==> src/rtl/hwmon_regwin.sv <==
module hwmon_regwin #(
  parameter int          VW        = 12,
  parameter logic [6:0]  SLAVE_DEF = 7'h2D,
  parameter logic [15:0] VENDOR    = 16'h5CA3
) (
  input  logic          clk,
  input  logic          rst,
  input  logic [2:0]    io_addr,
  input  logic          io_wr,
  input  logic          io_rd,
  input  logic [7:0]    io_wdata,
  output logic [7:0]    io_rdata,
  input  logic [7*VW-1:0] volt_in,
  input  logic [7:0]    temp_in,
  output logic [2:0]    ext_addr,
  output logic [1:0]    ext_rd,
  output logic [1:0]    ext_wr,
  output logic [7:0]    ext_wdata,
  input  logic [7:0]    ext0_rdata,
  input  logic [7:0]    ext1_rdata,
  output logic [6:0]    slave_addr
);
  localparam int DEPTH = 128;
  localparam int VLO   = VW - 8;

  logic [7:0] regs [DEPTH];
  logic [6:0] idx;
  logic [7:0] dat;

  wire [2:0] bank     = regs[7'h4E][2:0];
  wire       idx_port = (io_addr == 3'd5);
  wire       dat_port = (io_addr == 3'd6);
  wire       d_rd     = io_rd & dat_port;
  wire       d_wr     = io_wr & dat_port;
  wire       ext_hit  = (idx[6:3] == 4'hA) && (bank == 3'd1 || bank == 3'd2);
  wire [6:0] loc      = (idx >= 7'h60) ? {1'b0, idx[5:0]} : idx;

  wire ro = (idx <= 7'h05) ||
            (idx >= 7'h20 && idx <= 7'h2A) ||
            (idx >= 7'h60 && idx <= 7'h6A) ||
            (idx == 7'h41) || (idx == 7'h42) || (idx == 7'h4F) || (idx == 7'h58);

  wire adv = (bank == 3'd0) &&
             ((idx == 7'h41) || (idx == 7'h43) || (idx == 7'h45) ||
              (idx == 7'h56) || (idx >= 7'h60));

  assign ext_addr  = idx[2:0];
  assign ext_wdata = io_wdata;
  assign ext_rd    = {ext_hit & d_rd & (bank == 3'd2), ext_hit & d_rd & (bank == 3'd1)};
  assign ext_wr    = {ext_hit & d_wr & (bank == 3'd2), ext_hit & d_wr & (bank == 3'd1)};

  function automatic logic [7:0] dflt(input int i, input logic [6:0] sa);
    case (i)
      'h40: dflt = 8'h08;
      'h46: dflt = 8'h40;
      'h47: dflt = 8'h50;
      'h48: dflt = {1'b0, sa};
      'h49: dflt = 8'h02;
      'h4A: dflt = 8'h01;
      'h4B: dflt = 8'h44;
      'h4C: dflt = 8'h01;
      'h4D: dflt = 8'h15;
      'h4E: dflt = 8'h80;
      'h57: dflt = 8'h80;
      'h58: dflt = 8'h10;
      default: dflt = 8'h00;
    endcase
  endfunction

  always_comb begin
    dat = regs[loc];
    if (ext_hit)
      dat = (bank == 3'd2) ? ext1_rdata : ext0_rdata;
    else if (loc >= 7'h20 && loc <= 7'h26)
      dat = volt_in[int'(loc[2:0])*VW + VLO +: 8];
    else if (loc == 7'h27)
      dat = temp_in;
    else if (idx == 7'h4F)
      dat = regs[7'h4E][7] ? VENDOR[15:8] : VENDOR[7:0];
  end

  assign io_rdata = idx_port ? {1'b0, idx} : (dat_port ? dat : 8'hFF);

  always_ff @(posedge clk) begin
    if (rst) begin
      idx        <= '0;
      slave_addr <= SLAVE_DEF;
      for (int i = 0; i < DEPTH; i++) regs[i] <= dflt(i, SLAVE_DEF);
    end else begin
      if (io_wr && idx_port)
        idx <= io_wdata[6:0];
      else if ((d_rd || d_wr) && adv)
        idx <= idx + 7'd1;

      if (d_wr && !ext_hit && !ro) begin
        if (loc == 7'h40 && io_wdata[7]) begin
          for (int i = 0; i < DEPTH; i++) regs[i] <= dflt(i, slave_addr);
        end else if (loc == 7'h49) begin
          regs[loc] <= {7'b0, io_wdata[0]};
        end else begin
          regs[loc] <= io_wdata;
          if (loc == 7'h48) slave_addr <= io_wdata[6:0];
        end
      end
    end
  end
endmodule


==> config.mk <==
export PLATFORM = sky130hd
export DESIGN_NAME = hwmon_regwin
export DESIGN_NICKNAME = d
export VERILOG_FILES = /design/src/rtl/hwmon_regwin.sv
export SDC_FILE = /design/constraint.sdc
export NUM_CORES = 1
export LEC_CHECK = 0
export ABC_CLOCK_PERIOD_IN_PS = 8850
export BUFFER_PORTS_ARGS = -buffer_cell sky130_fd_sc_hd__buf_2
export CORE_MARGIN = 3
export CORE_UTILIZATION = 45
export DETAILED_ROUTE_END_ITERATION = 10
export GPL_ROUTABILITY_DRIVEN = 1
export PLACE_DENSITY_LB_ADDON = 0.15
export REMOVE_ABC_BUFFERS = 1
export SLEW_MARGIN = 10
export SYNTH_ARGS = -nofsm -noshare
export SYNTH_HDL_FRONTEND = slang
export SYNTH_SLANG_ARGS = --single-unit
==> constraint.sdc <==
create_clock -name clk -period 8.85 [get_ports clk]
set_clock_uncertainty 0.05 [all_clocks]
set_input_delay 0.4425 -clock clk [delete_from_list [all_inputs] [get_ports clk]]
set_output_delay 0.4425 -clock clk [all_outputs]
set_load 0.02 [all_outputs]
; Word-level counts from Yosys, hierarchy flattened
; Memories as Yosys holds them, arrays and structs flattened.
; Index checks and enable logic that the tools add are counted.
[op_classes]
n_bitwise = 139
order_cmp = 7
n_mul = 1
eq_ne = 16
shift = 1
n_reduce_logical = 28
n_addsub = 2
muxes = 203
[op_table]
columns = op, count
row1 = two-way mux 8 bit, 182
row2 = OR 1 bit, 129
row3 = variable part select 84 x 9 -> 8 bit, 1
row4 = "== test 7 bit, second input constant", 10
row5 = two-way mux 7 bit, 4
row6 = two-way mux 1 bit, 17
row7 = ">= comparator 7 x 6 -> 1 bit, second input constant", 2
row8 = "<= comparator 7 x 6 -> 1 bit, second input constant", 2
row9 = logical OR 1 bit, 12
row10 = logical AND 1 bit, 10
row11 = "adder 7 x 3 -> 8 bit, second input constant", 1
row12 = bitwise AND 1 bit, 8
row13 = OR reduction 8 bit, 1
row14 = "adder 7 x 1 -> 7 bit, second input constant", 1
row15 = "== test 7 x 6 -> 1 bit, second input constant", 1
row16 = ">= comparator 7 bit, second input constant", 1
row17 = "<= comparator 7 x 3 -> 1 bit, second input constant", 1
row18 = "<= comparator 7 bit, second input constant", 1
row19 = "== test 3 bit, second input constant", 2
row20 = "multiplier 3 x 2 -> 5 bit, second input constant", 1
row21 = "== test 4 bit, second input constant", 1
row22 = AND reduction 4 bit, 1
row23 = "== test 3 x 1 -> 1 bit, second input constant", 1
row24 = "== test 3 x 2 -> 1 bit, second input constant", 1
row25 = 4 further kinds, 6
[totals]
inputBits = 123
reg_bits = 14
n_memories = 1
word_cells = 400
output_inout_bits = 30
ramBits = 1024
[memory_table]
columns = memory, depth, width, rd, rd_clocked_by_memory_dff, write_ports, line_no
row1 = regs, 128, 8, 2, 0, 128, 26  ; logic [7:0] regs [DEPTH];

; Longest topological paths before layout
[depth]
ltp_word = 16
ltp_mapped = 16
mapped_depth_nobuf = 9

; Worst setup path before layout
; No wires, ideal clock.
[synth_timing]
kind = reg-to-reg
start = reg idx[1]
end = mem regs[29][0], enable pin
synth_period_minus_slack_ps = 4090
arrival_ps = 3656
setup_time_ps = 384
t_required_ps = 8416
setup_slack_ps = 4760
stages_incl_launch_ff = 15
path_cell_list = dfxtp_1 > buf_2 > buf_4 > inv_1 > buf_2 > buf_1 > clkbuf_1 > ha_1 > nor2b_1 > a211oi_1 > nand2_2 > nor3_4 > nand3_1 > clkbuf_1 > o21ai_0
[synth_rtl]
columns = item, line_no
row1 = "start, declared", 27  ; logic [6:0] idx;
row2 = "start signal, assigned", 91  ; idx <= io_wdata[6:0];
row3 = "start signal, assigned", 93  ; idx <= idx + 7'd1;
row4 = "end, declared", 26

; Worst setup path in the final report
[layout_timing]
start = reg idx[1]
end = out io_rdata[5]
[layout_via]
elab_chain_cells = 9
elab_cells_between_ends = 17
cone_classes = add/sub: 1 / mul: 1 / order compare: 3 / eq/ne: 2 / shift: 1 / mux: 7 / reduce/logical: 1 / memory: 1
[layout_rtl]
columns = item, line_no
row1 = branches (longest 5 deep; another with adder 7 x 3 -> 8 bit), --
row2 = two-way mux 8 bit *, 74  ; else if (loc >= 7'h20 && loc <= 7'h26)
row3 = two-way mux 8 bit *, 72  ; if (ext_hit)
row4 = two-way mux 8 bit * (2 in series), 82  ; assign io_rdata = idx_port ? {1'b0, idx} : (dat_port ? dat : 8'hFF);
row5 = "end, declared", 12  ; output logic [7:0] io_rdata,
; Mark *: on every way between the ends.

==> flow_summary.ini <==
[route]
drc_errors = 0
via_per_inst = 6.39
wl_per_cell_microns = 31.9
final_antenna_net_count = 0
drtIter0Drc = 4284
wirelength_mm = 133
drtPass1Iterations = 6
vias = 26600

[cts]
cts_max_path_buffers = 3
h-tree-depth = 3
cts_tree = built
cts_buffers = 82
cts_sinks = 782
cts_setup_buffers = 0
hold_buffers = 0
clkSlewWorstSetupHoldPaths_ns = 0.07
insertion_delay_ns = 0.63
cts_root_buffer = clkbuf_16
cts-resized-gates = 0

[synthesis]
ys_seq_elements = 782
yosysSeqAreaShare = 0.658
async_flop_share = 0
synth_warnings = 0
avgSynthCellArea_sq_um = 12.5
synth_ff_type = edfxtp_1
syn_area_sq_um = 35500
ys_types = 73
syn_inst = 2834
synth_edf_count = 768

[run]
maxCapViolCount = 0

[global_route]
grt_use_total = 0.320
grt_pass1_vias = 25700
grt_antenna_before_repair = 6
grt_remaining_overflow = 0
grt_max_degree = 65
grt_pass1_wl_mm = 187

[setup_path]
critPathKind = reg -> out
critical_path_required_ns = 8.36
crit_path_max_fanout = 32
worst_r2r_path_depth = 10
r2r-start = idx[5]$_SDFFE_PP0P_
worst_setup_path_end_kind = output port
cp-start-kind = register
reg2reg_setup_slack_ns = 2.76
arrival_ns = 5.98
rr_endpoint = regs[12][4]$_SDFFCE_PN0P_

[timing]
finalSetupViolCount = 0
max-slew-margin-rel = 0.145
hold_violations = 0
tns_ns = 0
fin_crit_ns = 6.47
fmax_mhz = 155
fin_crit_sh = 0.731
fin_ws_ns = 2.38
maxSlewViolCount = 0
rsz0062_at_grt = false
worst_slew_pin_slew_ns = 1.27

[floorplanning]
core_area_sq_um = 77700
die_x_microns = 287
fp.dieH_microns = 287
io_pins = 153
start_util = 0.456
fp-row-count = 102
dieArea_sq_um = 82200

[power]
ir_drop_v = 0.000132
p_leak_nw = 13.5
power.density_nw_per_um2 = 203

[min_path]
holdPathStages = 3
hold_path.class = in -> reg
min_to = idx[5]$_SDFFE_PP0P_
min_from = io_wdata[5]

[placement]
place_ws_ns = 3.02
port_buffers = 124
routabilityCongestion = 1.01
hpwl_mm = 87.3

[layout]
utilization = 0.522
multi_input_area_sq_um = 11600
nNetsFinal = 3189
fillers = 6669
final_cell_mix = edfxtp_1, nor2_1, nand2_1
register_area_sq_um = 23400
area_growth_pct = 14.5
drive_gt1_frac = 0.176
layout_commonest_cell = edfxtp_1

[status]
status = finished clean
## how the worst max path moves through the flow
stage | startpoint | to | slack, ns | cells past startpoint
CTS | idx[1]$_SDFFE_PP0P_ | io_rdata[6] | 2.77 | 11
floorplan | idx[2]$_SDFFE_PP0P_ | regs[13][0]$_SDFFCE_PN0P_ | -3.67 | 6
finish | idx[1]$_SDFFE_PP0P_ | io_rdata[5] | 2.38 | 10
global placement | idx[5]$_SDFFE_PP0P_ | regs[55][5]$_SDFFCE_PN0P_ | 3.05 | 9
detailed placement | idx[5]$_SDFFE_PP0P_ | regs[12][4]$_SDFFCE_PN0P_ | 3.02 | 10
global route | idx[1]$_SDFFE_PP0P_ | io_rdata[5] | 2.44 | 10
## area by class of cell
cell class | count | area share
Antenna cell | 2 | 0.000123
Timing Repair Buffer | 260 | 0.0407
Sequential cell | 782 | 0.575
Inverter | 26 | 0.00240
Clock inverter | 47 | 0.0100
Clock buffer | 101 | 0.0538
Tap cell | 1040 | 0.0320
Multi-Input combinational cell | 1910 | 0.286
## worst max-delay path, stage by stage, from the launching register on
cell,delay (ns)
dfxtp_4,0.65
buf_4,0.55
buf_4,0.55
nand2b_1,0.88
nor2_2,0.35
o2bb2ai_1,0.21
o21ai_0,0.28
o221ai_1,0.27
nor4_1,1.03
o21ai_0,0.29
buf_2,0.24
## power by group
part | leakage [nW] | internal [mW] | switching [mW]
combinational | 4.29 | 0.169 | 0.387
clock | 1.27 | 1.96 | 1.46
sequential | 7.90 | 4.21 | 0.0512
total | 13.5 | 6.33 | 1.89
## synthesized netlist by cell type (19+ instances only)
master,instances,share of area
inv_1,26,0.0028
buf_2,77,0.011
a21oi_1,69,0.0097
nand2_1,192,0.020
mux2_2,65,0.021
o21ai_0,124,0.018
o221ai_1,19,0.0047
clkbuf_1,138,0.015
mux2i_1,107,0.030
nor2_1,719,0.076
a22oi_1,47,0.010
o22ai_1,27,0.0048
edfxtp_1,768,0.65
a221oi_1,87,0.021
mux4_2,60,0.038
nand3_1,29,0.0041
## metal layers
metal / track usage / wire length (microns)
met1: 0.428 / 49200
met2: 0.481 / 58800
met3: 0.0998 / 18400
met4: 0.140 / 6630
met5: 0 / 23
## cells by family (layout without fill, tap and decap cells)
family,Yosys count,in the layout,synth area share
muxes,232,232,0.0890
xor gates and xnor gates,4,4,0.000988
DFF,782,782,0.658
other,1,130,0.000106
AOI/OAI and AO/OA,490,490,0.0958
adders and majority gates,4,4,0.00141
buffers and inverters,269,434,0.0326
and+or+nand+nor,1052,1052,0.122
## flip-flops by register name, indices dropped and copies added, names as in the netlist
| name | cells |
|---|---|
| idx | 7 |
| slave_addr | 7 |
| regs | 768 |
## per-stage QoR
step	hold WS (ns)	instance area (sq um)	std cells	power [mW]
5_1_grt	0.0997	40600	4166	8.42
2_1_floorplan	0.462	34900	2718	4.61
3_5_place_dp	0.472	38000	4018	4.87
3_3_place_gp	0.450	38000	4018	4.86
4_1_cts	0.0766	40600	4166	8.23
6_report	0.101	40600	4168	8.23
No activity file was read; power rests on OpenSTA's default activity.
